[src/rtl/uart_tx_pkg.sv]
package uart_tx_pkg;

  typedef enum logic [2:0] {
    ST_IDLE,
    ST_ARM,
    ST_START,
    ST_DATA,
    ST_PAR,
    ST_STOP1,
    ST_STOP2,
    ST_BREAK
  } tx_state_e;

  typedef struct packed {
    logic [1:0] wlen;
    logic       par_en;
    logic       par_even;
    logic       par_stick;
    logic       two_stop;
  } line_cfg_t;

endpackage

[src/rtl/uart_tx_latch.sv]
// Captures the character and frame controls on acceptance and
// precomputes the parity bit and the index of the last data bit.
module uart_tx_latch
  import uart_tx_pkg::*;
#(
  parameter int DATA_W = 8,
  localparam int IDX_W = $clog2(DATA_W),
  localparam int MIN_BITS = DATA_W - 3
) (
  input  logic              clk,
  input  logic              rst,
  input  logic              load,
  input  logic [DATA_W-1:0] data_in,
  input  line_cfg_t         cfg_in,
  output logic [DATA_W-1:0] data_q,
  output logic              par_en_q,
  output logic              two_stop_q,
  output logic              par_bit_q,
  output logic [IDX_W-1:0]  last_idx_q
);

  logic [IDX_W-1:0]  last_idx_d;
  logic [DATA_W-1:0] masked;
  logic              ones_odd;
  logic              par_d;

  assign last_idx_d = IDX_W'(MIN_BITS - 1) + IDX_W'(cfg_in.wlen);

  // keep only the bits that belong to the selected length
  for (genvar i = 0; i < DATA_W; i++) begin : g_mask
    assign masked[i] = data_in[i] & (IDX_W'(i) <= last_idx_d);
  end

  assign ones_odd = ^masked;

  always_comb begin
    if (cfg_in.par_stick) par_d = ~cfg_in.par_even;
    else if (cfg_in.par_even) par_d = ones_odd;
    else par_d = ~ones_odd;
  end

  always_ff @(posedge clk) begin
    if (rst) begin
      data_q     <= '0;
      par_en_q   <= 1'b0;
      two_stop_q <= 1'b0;
      par_bit_q  <= 1'b0;
      last_idx_q <= IDX_W'(MIN_BITS - 1);
    end else if (load) begin
      data_q     <= data_in;
      par_en_q   <= cfg_in.par_en;
      two_stop_q <= cfg_in.two_stop;
      par_bit_q  <= par_d;
      last_idx_q <= last_idx_d;
    end
  end

endmodule

[src/rtl/uart_tx_fsm.sv]
// Frame sequencer: walks start, data, parity, stop and break phases
// on bit ticks and drives the registered line.
module uart_tx_fsm
  import uart_tx_pkg::*;
#(
  parameter int DATA_W = 8,
  localparam int IDX_W = $clog2(DATA_W)
) (
  input  logic              clk,
  input  logic              rst,
  input  logic              tick,
  input  logic              brk,
  input  logic              chr_valid,
  input  logic [DATA_W-1:0] data_q,
  input  logic              par_en_q,
  input  logic              two_stop_q,
  input  logic              par_bit_q,
  input  logic [IDX_W-1:0]  last_idx_q,
  output logic              accept,
  output logic              ready,
  output logic              busy,
  output logic              brk_on,
  output logic              txd
);

  tx_state_e        st_q;
  logic [IDX_W-1:0] idx_q;
  logic [IDX_W-1:0] idx_nx;

  assign ready  = (st_q == ST_IDLE) && !brk;
  assign accept = ready && chr_valid;
  assign busy   = (st_q != ST_IDLE);
  assign brk_on = (st_q == ST_BREAK);
  assign idx_nx = idx_q + 1'b1;

  always_ff @(posedge clk) begin
    if (rst) begin
      st_q  <= ST_IDLE;
      idx_q <= '0;
      txd   <= 1'b1;
    end else begin
      case (st_q)
        ST_IDLE: begin
          if (brk) begin
            st_q <= ST_BREAK;
            txd  <= 1'b0;
          end else if (chr_valid) begin
            st_q <= ST_ARM;
          end
        end
        ST_ARM: if (tick) begin
          st_q <= ST_START;
          txd  <= 1'b0;
        end
        ST_START: if (tick) begin
          st_q  <= ST_DATA;
          idx_q <= '0;
          txd   <= data_q[0];
        end
        ST_DATA: if (tick) begin
          if (idx_q == last_idx_q) begin
            if (par_en_q) begin
              st_q <= ST_PAR;
              txd  <= par_bit_q;
            end else begin
              st_q <= ST_STOP1;
              txd  <= 1'b1;
            end
          end else begin
            idx_q <= idx_nx;
            txd   <= data_q[idx_nx];
          end
        end
        ST_PAR: if (tick) begin
          st_q <= ST_STOP1;
          txd  <= 1'b1;
        end
        ST_STOP1: if (tick) begin
          st_q <= two_stop_q ? ST_STOP2 : ST_IDLE;
        end
        ST_STOP2: if (tick) begin
          st_q <= ST_IDLE;
        end
        ST_BREAK: if (!brk) begin
          st_q <= ST_IDLE;
          txd  <= 1'b1;
        end
        default: begin
          st_q <= ST_IDLE;
          txd  <= 1'b1;
        end
      endcase
    end
  end

endmodule

[src/rtl/uart_frame_tx.sv]
module uart_frame_tx
  import uart_tx_pkg::*;
#(
  parameter int DATA_W = 8,
  localparam int IDX_W = $clog2(DATA_W)
) (
  input  logic              clk,
  input  logic              rst,
  input  logic              bit_tick,
  input  logic [DATA_W-1:0] chr_data,
  input  logic              chr_valid,
  output logic              chr_ready,
  input  logic [1:0]        cfg_wlen,
  input  logic              cfg_par_en,
  input  logic              cfg_par_even,
  input  logic              cfg_par_stick,
  input  logic              cfg_two_stop,
  input  logic              cfg_brk,
  output logic              txd,
  output logic              busy
);

  line_cfg_t         cfg;
  logic              load;
  logic [DATA_W-1:0] data_q;
  logic              par_en_q;
  logic              two_stop_q;
  logic              par_bit_q;
  logic [IDX_W-1:0]  last_idx_q;
  logic              brk_on;

  assign cfg = '{wlen: cfg_wlen, par_en: cfg_par_en, par_even: cfg_par_even,
                 par_stick: cfg_par_stick, two_stop: cfg_two_stop};

  uart_tx_latch #(.DATA_W(DATA_W)) i_latch (
    .clk        (clk),
    .rst        (rst),
    .load       (load),
    .data_in    (chr_data),
    .cfg_in     (cfg),
    .data_q     (data_q),
    .par_en_q   (par_en_q),
    .two_stop_q (two_stop_q),
    .par_bit_q  (par_bit_q),
    .last_idx_q (last_idx_q)
  );

  uart_tx_fsm #(.DATA_W(DATA_W)) i_fsm (
    .clk        (clk),
    .rst        (rst),
    .tick       (bit_tick),
    .brk        (cfg_brk),
    .chr_valid  (chr_valid),
    .data_q     (data_q),
    .par_en_q   (par_en_q),
    .two_stop_q (two_stop_q),
    .par_bit_q  (par_bit_q),
    .last_idx_q (last_idx_q),
    .accept     (load),
    .ready      (chr_ready),
    .busy       (busy),
    .brk_on     (brk_on),
    .txd        (txd)
  );

endmodule

[config.mk]
export PLATFORM = sky130hd
export DESIGN_NAME = uart_frame_tx
export DESIGN_NICKNAME = d
export VERILOG_FILES = /design/src/rtl/uart_tx_pkg.sv /design/src/rtl/uart_tx_latch.sv /design/src/rtl/uart_tx_fsm.sv /design/src/rtl/uart_frame_tx.sv
export SDC_FILE = /design/constraint.sdc
export NUM_CORES = 1
export LEC_CHECK = 0
export BUFFER_PORTS_ARGS = -buffer_cell sky130_fd_sc_hd__buf_2
export CAP_MARGIN = 20
export CORE_MARGIN = 10
export CORE_UTILIZATION = 45
export DETAILED_ROUTE_END_ITERATION = 10
export PLACE_DENSITY = 0.69
export SKIP_LAST_GASP = 1
export SLEW_MARGIN = 0
export SYNTH_ARGS = -nofsm -noshare
export SYNTH_HDL_FRONTEND = slang
export SYNTH_HIERARCHICAL = 1
export SYNTH_SLANG_ARGS = --single-unit
[constraint.sdc]
create_clock -name clk -period 2.7 [get_ports clk]
set_input_delay 0.405 -clock clk [delete_from_list [all_inputs] [get_ports clk]]
set_output_delay 0.405 -clock clk [all_outputs]
set_load 0.01 [all_outputs]
# Word level (Yosys, flattened, before mapping)
# Cells that the tools add are included.
# totals
output_inout_bits,3
word_cells,88
input_bits,19
regBits,21
# op_classes
n_bitwise,10
order_cmp,9
n_reduce_logical,11
n_addsub,2
n_eq_ne,19
mux,29
# op_table
op,count
$mux W3,13
$pmux W3 S8,1
$ne A2 B2 Y1 const B,9
$eq A3 B3 Y1 const B,4
$le A3 B3 Y1 const A,4
$mux W1,12
$reduce_and A9 Y1,1
$and A1 B1 Y1,8
$reduce_xor A8 Y1,1
$reduce_and A7 Y1,1
$eq A3 B2 Y1 const B,2
$le A1 B3 Y1 const A,2
$le A2 B3 Y1 const A,2
$pmux W1 S6,1
$pmux W3 S2,1
$reduce_bool A6 Y1,1
$lt A3 B4 Y1 const B,1
$reduce_and A4 Y1,1
$add A3 B1 Y3 const B,1
$add A3 B2 Y3 const A,1
$bmux W1 S3,1
$eq A3 B1 Y1 const B,1
$eq A3 B3 Y1,1
$logic_not A3 Y1,1
7 further kinds,9

# Logic depth before layout (Yosys ltp)
# depth
ltp_word,7
ltp_mapped,7
mapped_depth_nobuf,6

# By module
# The synthesis kept the hierarchy.
# modules_own_cells
module,instances,area_each_um2,seq_area_each_um2,cells_each
uart_tx_latch,1,624.3,260.2,66
uart_tx_fsm,1,598.1,140.1,76

# Worst setup path after synthesis
# OpenSTA, ideal clock, no wires.
# synth_timing
path_type,reg-to-reg
start,reg i_fsm.st_q[2]
end,reg i_latch.par_bit_q
t_arrival_ps,1874
setup_ps,118
required_time_ps,2582
setup_slack_ps,708
path_buffers,1
synth_period_minus_slack_ps,1992
stages_incl_launch_ff,8
path_cell_list,dfxtp_1 > or3_4 > nor3_1 > buf_4 > or3b_1 > or3_1 > a21oi_1 > nor4bb_1
# synth_via
elab_chain_cells,3
# synth_lines
element,line,rtl
start: declaration,uart_tx_fsm.sv:26,tx_state_e st_q;
start signal: assignment,uart_tx_fsm.sv:79,st_q <= two_stop_q ? ST_STOP2 : ST_IDLE;
$logic_not A3 Y1,uart_tx_fsm.sv:30,assign ready = (st_q == ST_IDLE) && !brk;
$logic_and A1 B1 Y1,uart_tx_fsm.sv:30,
$logic_and A1 B1 Y1,uart_tx_fsm.sv:31,assign accept = ready && chr_valid;
named net load,uart_frame_tx.sv:24,logic load;
end signal: assignment,uart_tx_latch.sv:53,par_bit_q <= par_d;
end: declaration,uart_tx_latch.sv:18,"output logic par_bit_q,"
# The timed path passes the listed nets, and every way through them passes these cells.
# A chain may end at the register's enable or synchronous reset.

# Worst setup path after layout
# Same ends and word-level chain as after synthesis.

==> flow_summary_export.csv <==
group,metric,value,unit
outcome,status,"complete, no violations",
floorplanning,core_area,0.00254,mm^2
placement,hpwl,2130,um
global_routing,antenna_found_initial,0,
worst_setup_path,path_cells,"or3_4, nor3_2, or3b_1, or3_1, a21oi_1, nor4bb_1",
sta,setup_violations,0,
sta,whs,0.337,ns
finish,n_antenna_cell,0,
sta,layout_min_cycle_time,2.04,ns
floorplanning,dieHeight,72.1,um
sta,finClkSkew,0.00199,ns
placement,place_congestion,0.834,
yosys,synthSimpleGateAreaFrac,23.1,%
clock_tree,post_cts_buffers,0,
routing,drtIter0Drc,59,
clock_tree,clock-sinks,20,
worst_setup_path,crit_slowest_cell,"or3_4",
yosys,synthAdderAreaFrac,1.02,%
sta,rsz0062_at_grt,"false",
floorplanning,io_pins,22,
worst_setup_path,startpoint_type,"flop",
sta,period_share,75.7,%
worst_hold_path,min-delay-path-class,"in2reg",
worst_setup_path,cp_top_family,"simple AND/OR/NAND/NOR gates",
sta,tns,0,ns
yosys,synth_area,0.00122,mm^2
worst_setup_path,crit_arrival,2.25,ns
worst_setup_path,criticalPathCategory,"reg2reg",
clock_tree,clockBufferDepth,2,
finish,nets,182,
clock_tree,clockRootBuffer,"clkbuf_4",
routing,routed_wl,2630,um
global_routing,grt_pass1_wl,4610,um
sta,clock.fmax,489,MHz
worst_setup_path,required,2.90,ns
floorplanning,die-area,0.00520,mm^2
yosys,synth_top_family_by_area,"simple AND/OR/NAND/NOR gates",
clock_tree,cts_hold_buf,0,
yosys,synth_cells,142,
yosys,netlist-cell-type-count,41,
yosys,synth-xor-area-share,6.45,%
routing,drc,0,
global_routing,grt_usage,10.4,%
sta,hold_viol_final,0,
global_routing,grt-ovfl-total,0,
worst_setup_path,cp_slowest_stage_delay,0.46,ns
routing,drtAntennaViolNets,0,
yosys,synth-seq-cells,20,
global_routing,grt_pass1_vias,1075,
yosys,synthFlopType,"dfxtp_1",
routing,detail_route.first_pass.iterations,4,
yosys,syn_area_per_cell,8.61,um^2
clock_tree,clk_latency,0.30,ns
yosys,synth_fp_nets,162,
clock_tree,numCtsBuffers,3,
worst_setup_path,worst-path-buf-inv,0,
yosys,synth-async-reset-ratio,0,%
yosys,synthMuxAreaShare,16.8,%
global_routing,grt_max_degree,22,
job,cap_violations,0,
power,ir_worst_vdd,0.458,mV
yosys,synth_compound_area_share,15.8,%
sta,slew_violations,0,
worst_setup_path,cp_max_fo,15,
yosys,synth-edff-count,0,
routing,routedWlPerCell,13.8,um
floorplanning,rows,18,
clock_tree,htreeDepth,1,
clock_tree,cts_tree,"built",
yosys,yosysSeqAreaShare,32.8,%
finish,layout-drive-gt1-share,20.5,%
yosys,yosysWarnings,6,
finish,syn_to_final_growth,14.1,%
power,report.power.total,1.09,mW
floorplanning,die_w,72.1,um
clock_tree,cts.repair.resized,0,
floorplanning,start_util,48.0,%
clock_tree,path_clk_slew,0.11,ns
routing,viasPerCell,5.65,
power,p_leak,0.548,nW
worst_setup_path,setup.worst_path.end_class,"flop",
routing,vias,1080,
power,p_per_area,784,mW/mm^2
placement,io_buffer_count,21,
[sequential cells by signal, summed over array words and instances (netlist names)]
name and cells:
i_fsm/st_q 3, i_fsm/txd 1, i_latch/par_bit_q 1, i_latch/data_q 8
i_fsm/idx_q 3, i_latch/two_stop_q 1, i_latch/par_en_q 1, i_latch/last_idx_q 2
[cell families (layout without fill, tap and decap cells)]
kind of cell	after synthesis	count (layout)
other	1	1
xor gates and xnor gates	9	9
DFF	20	20
AOI/OAI and AO/OA	29	29
muxes	18	18
and+or+nand+nor	54	54
adders and majority gates	1	1
buffers and inverters	10	29
[stage by stage]
stage               worst slack (ns)  instances  utilization, %  area, um^2
floorplan                      0.708        142               -        1220
global placement               0.712        187            52.8        1340
detailed placement             0.663        187            52.8        1340
CTS                            0.659        191            54.8        1400
global route                   0.567        191            54.8        1400
finish                         0.657        191            54.8        1400
[power breakdown]
| part | switching (mW) | internal [mW] | leakage (nW) |
|---|---|---|---|
| sequential | 0.0864 | 0.346 | 0.163 |
| combinational | 0.212 | 0.208 | 0.357 |
| clock | 0.0921 | 0.150 | 0.0279 |
[worst reg2reg max path, cell delays in order (launching register included)]
cell      delay (ns)
dfxtp_1         0.45
or3_4           0.46
nor3_2          0.13
or3b_1          0.38
or3_1           0.31
a21oi_1         0.15
nor4bb_1        0.07
[path summary, 6_finish.rpt]
path                                       start                end  slack, ns  cells past startpoint
worst max-delay path               i_fsm/st_q[2]  i_latch/par_bit_q       0.66                      6
worst min-delay path                  cfg_par_en   i_latch/par_en_q       0.34                      3
worst max register to register     i_fsm/st_q[2]  i_latch/par_bit_q       0.66                      6
worst min register to register  i_latch/par_en_q   i_latch/par_en_q       0.51                      2
[cell type report]
class | instances | area [um^2]
Clock inverter | 1 | 30.0
Tap cell | 30 | 37.5
Inverter | 3 | 11.3
Timing Repair Buffer | 22 | 113
Clock buffer | 3 | 22.5
Sequential cell | 20 | 400
Fill cell | 238 | 1150
Multi-Input combinational cell | 112 | 781
[cell usage in the layout (no fill, tap or decap), drive strengths merged, types with 2 or more instances in the layout]
| cell type | count |
|---|---|
| mux4 | 2 |
| buf | 22 |
| and3 | 3 |
| mux2i | 16 |
| nand3b | 4 |
| clkbuf | 3 |
| nor3 | 5 |
| dfxtp | 20 |
| xnor2 | 7 |
| o21ai | 6 |
| a21oi | 9 |
| nor2 | 20 |
| or3 | 2 |
| a221o | 2 |
| xor2 | 2 |
| inv | 3 |
| nand3 | 5 |
| o211ai | 3 |
| nand2b | 3 |
| nand2 | 7 |
[synthesized netlist by cell type, drive strengths merged (2+ instances only)]
master | n | area share, %
nand2b | 3 | 1.5
xnor2 | 7 | 5.0
buf | 3 | 1.6
mux4 | 2 | 3.7
nand3 | 5 | 2.0
o211ai | 3 | 1.8
xor2 | 2 | 1.4
nand3b | 4 | 2.5
clkbuf | 4 | 1.2
nand2 | 7 | 2.1
or3 | 2 | 1.4
and3 | 3 | 1.9
a221o | 2 | 1.6
dfxtp | 20 | 33
a21oi | 9 | 3.7
nor2 | 20 | 6.3
o21ai | 6 | 2.5
nor3 | 5 | 2.0
inv | 3 | 0.92
mux2i | 16 | 13
[layer usage]
layer	vias up	track usage (%)	wire, um
met5	-	0	0
met4	0	2.15	18
met3	3	2.04	50
met2	18	18.2	1250
met1	510	12.7	1310
li1	549	-	-
Power figures use the tool's default switching activity.
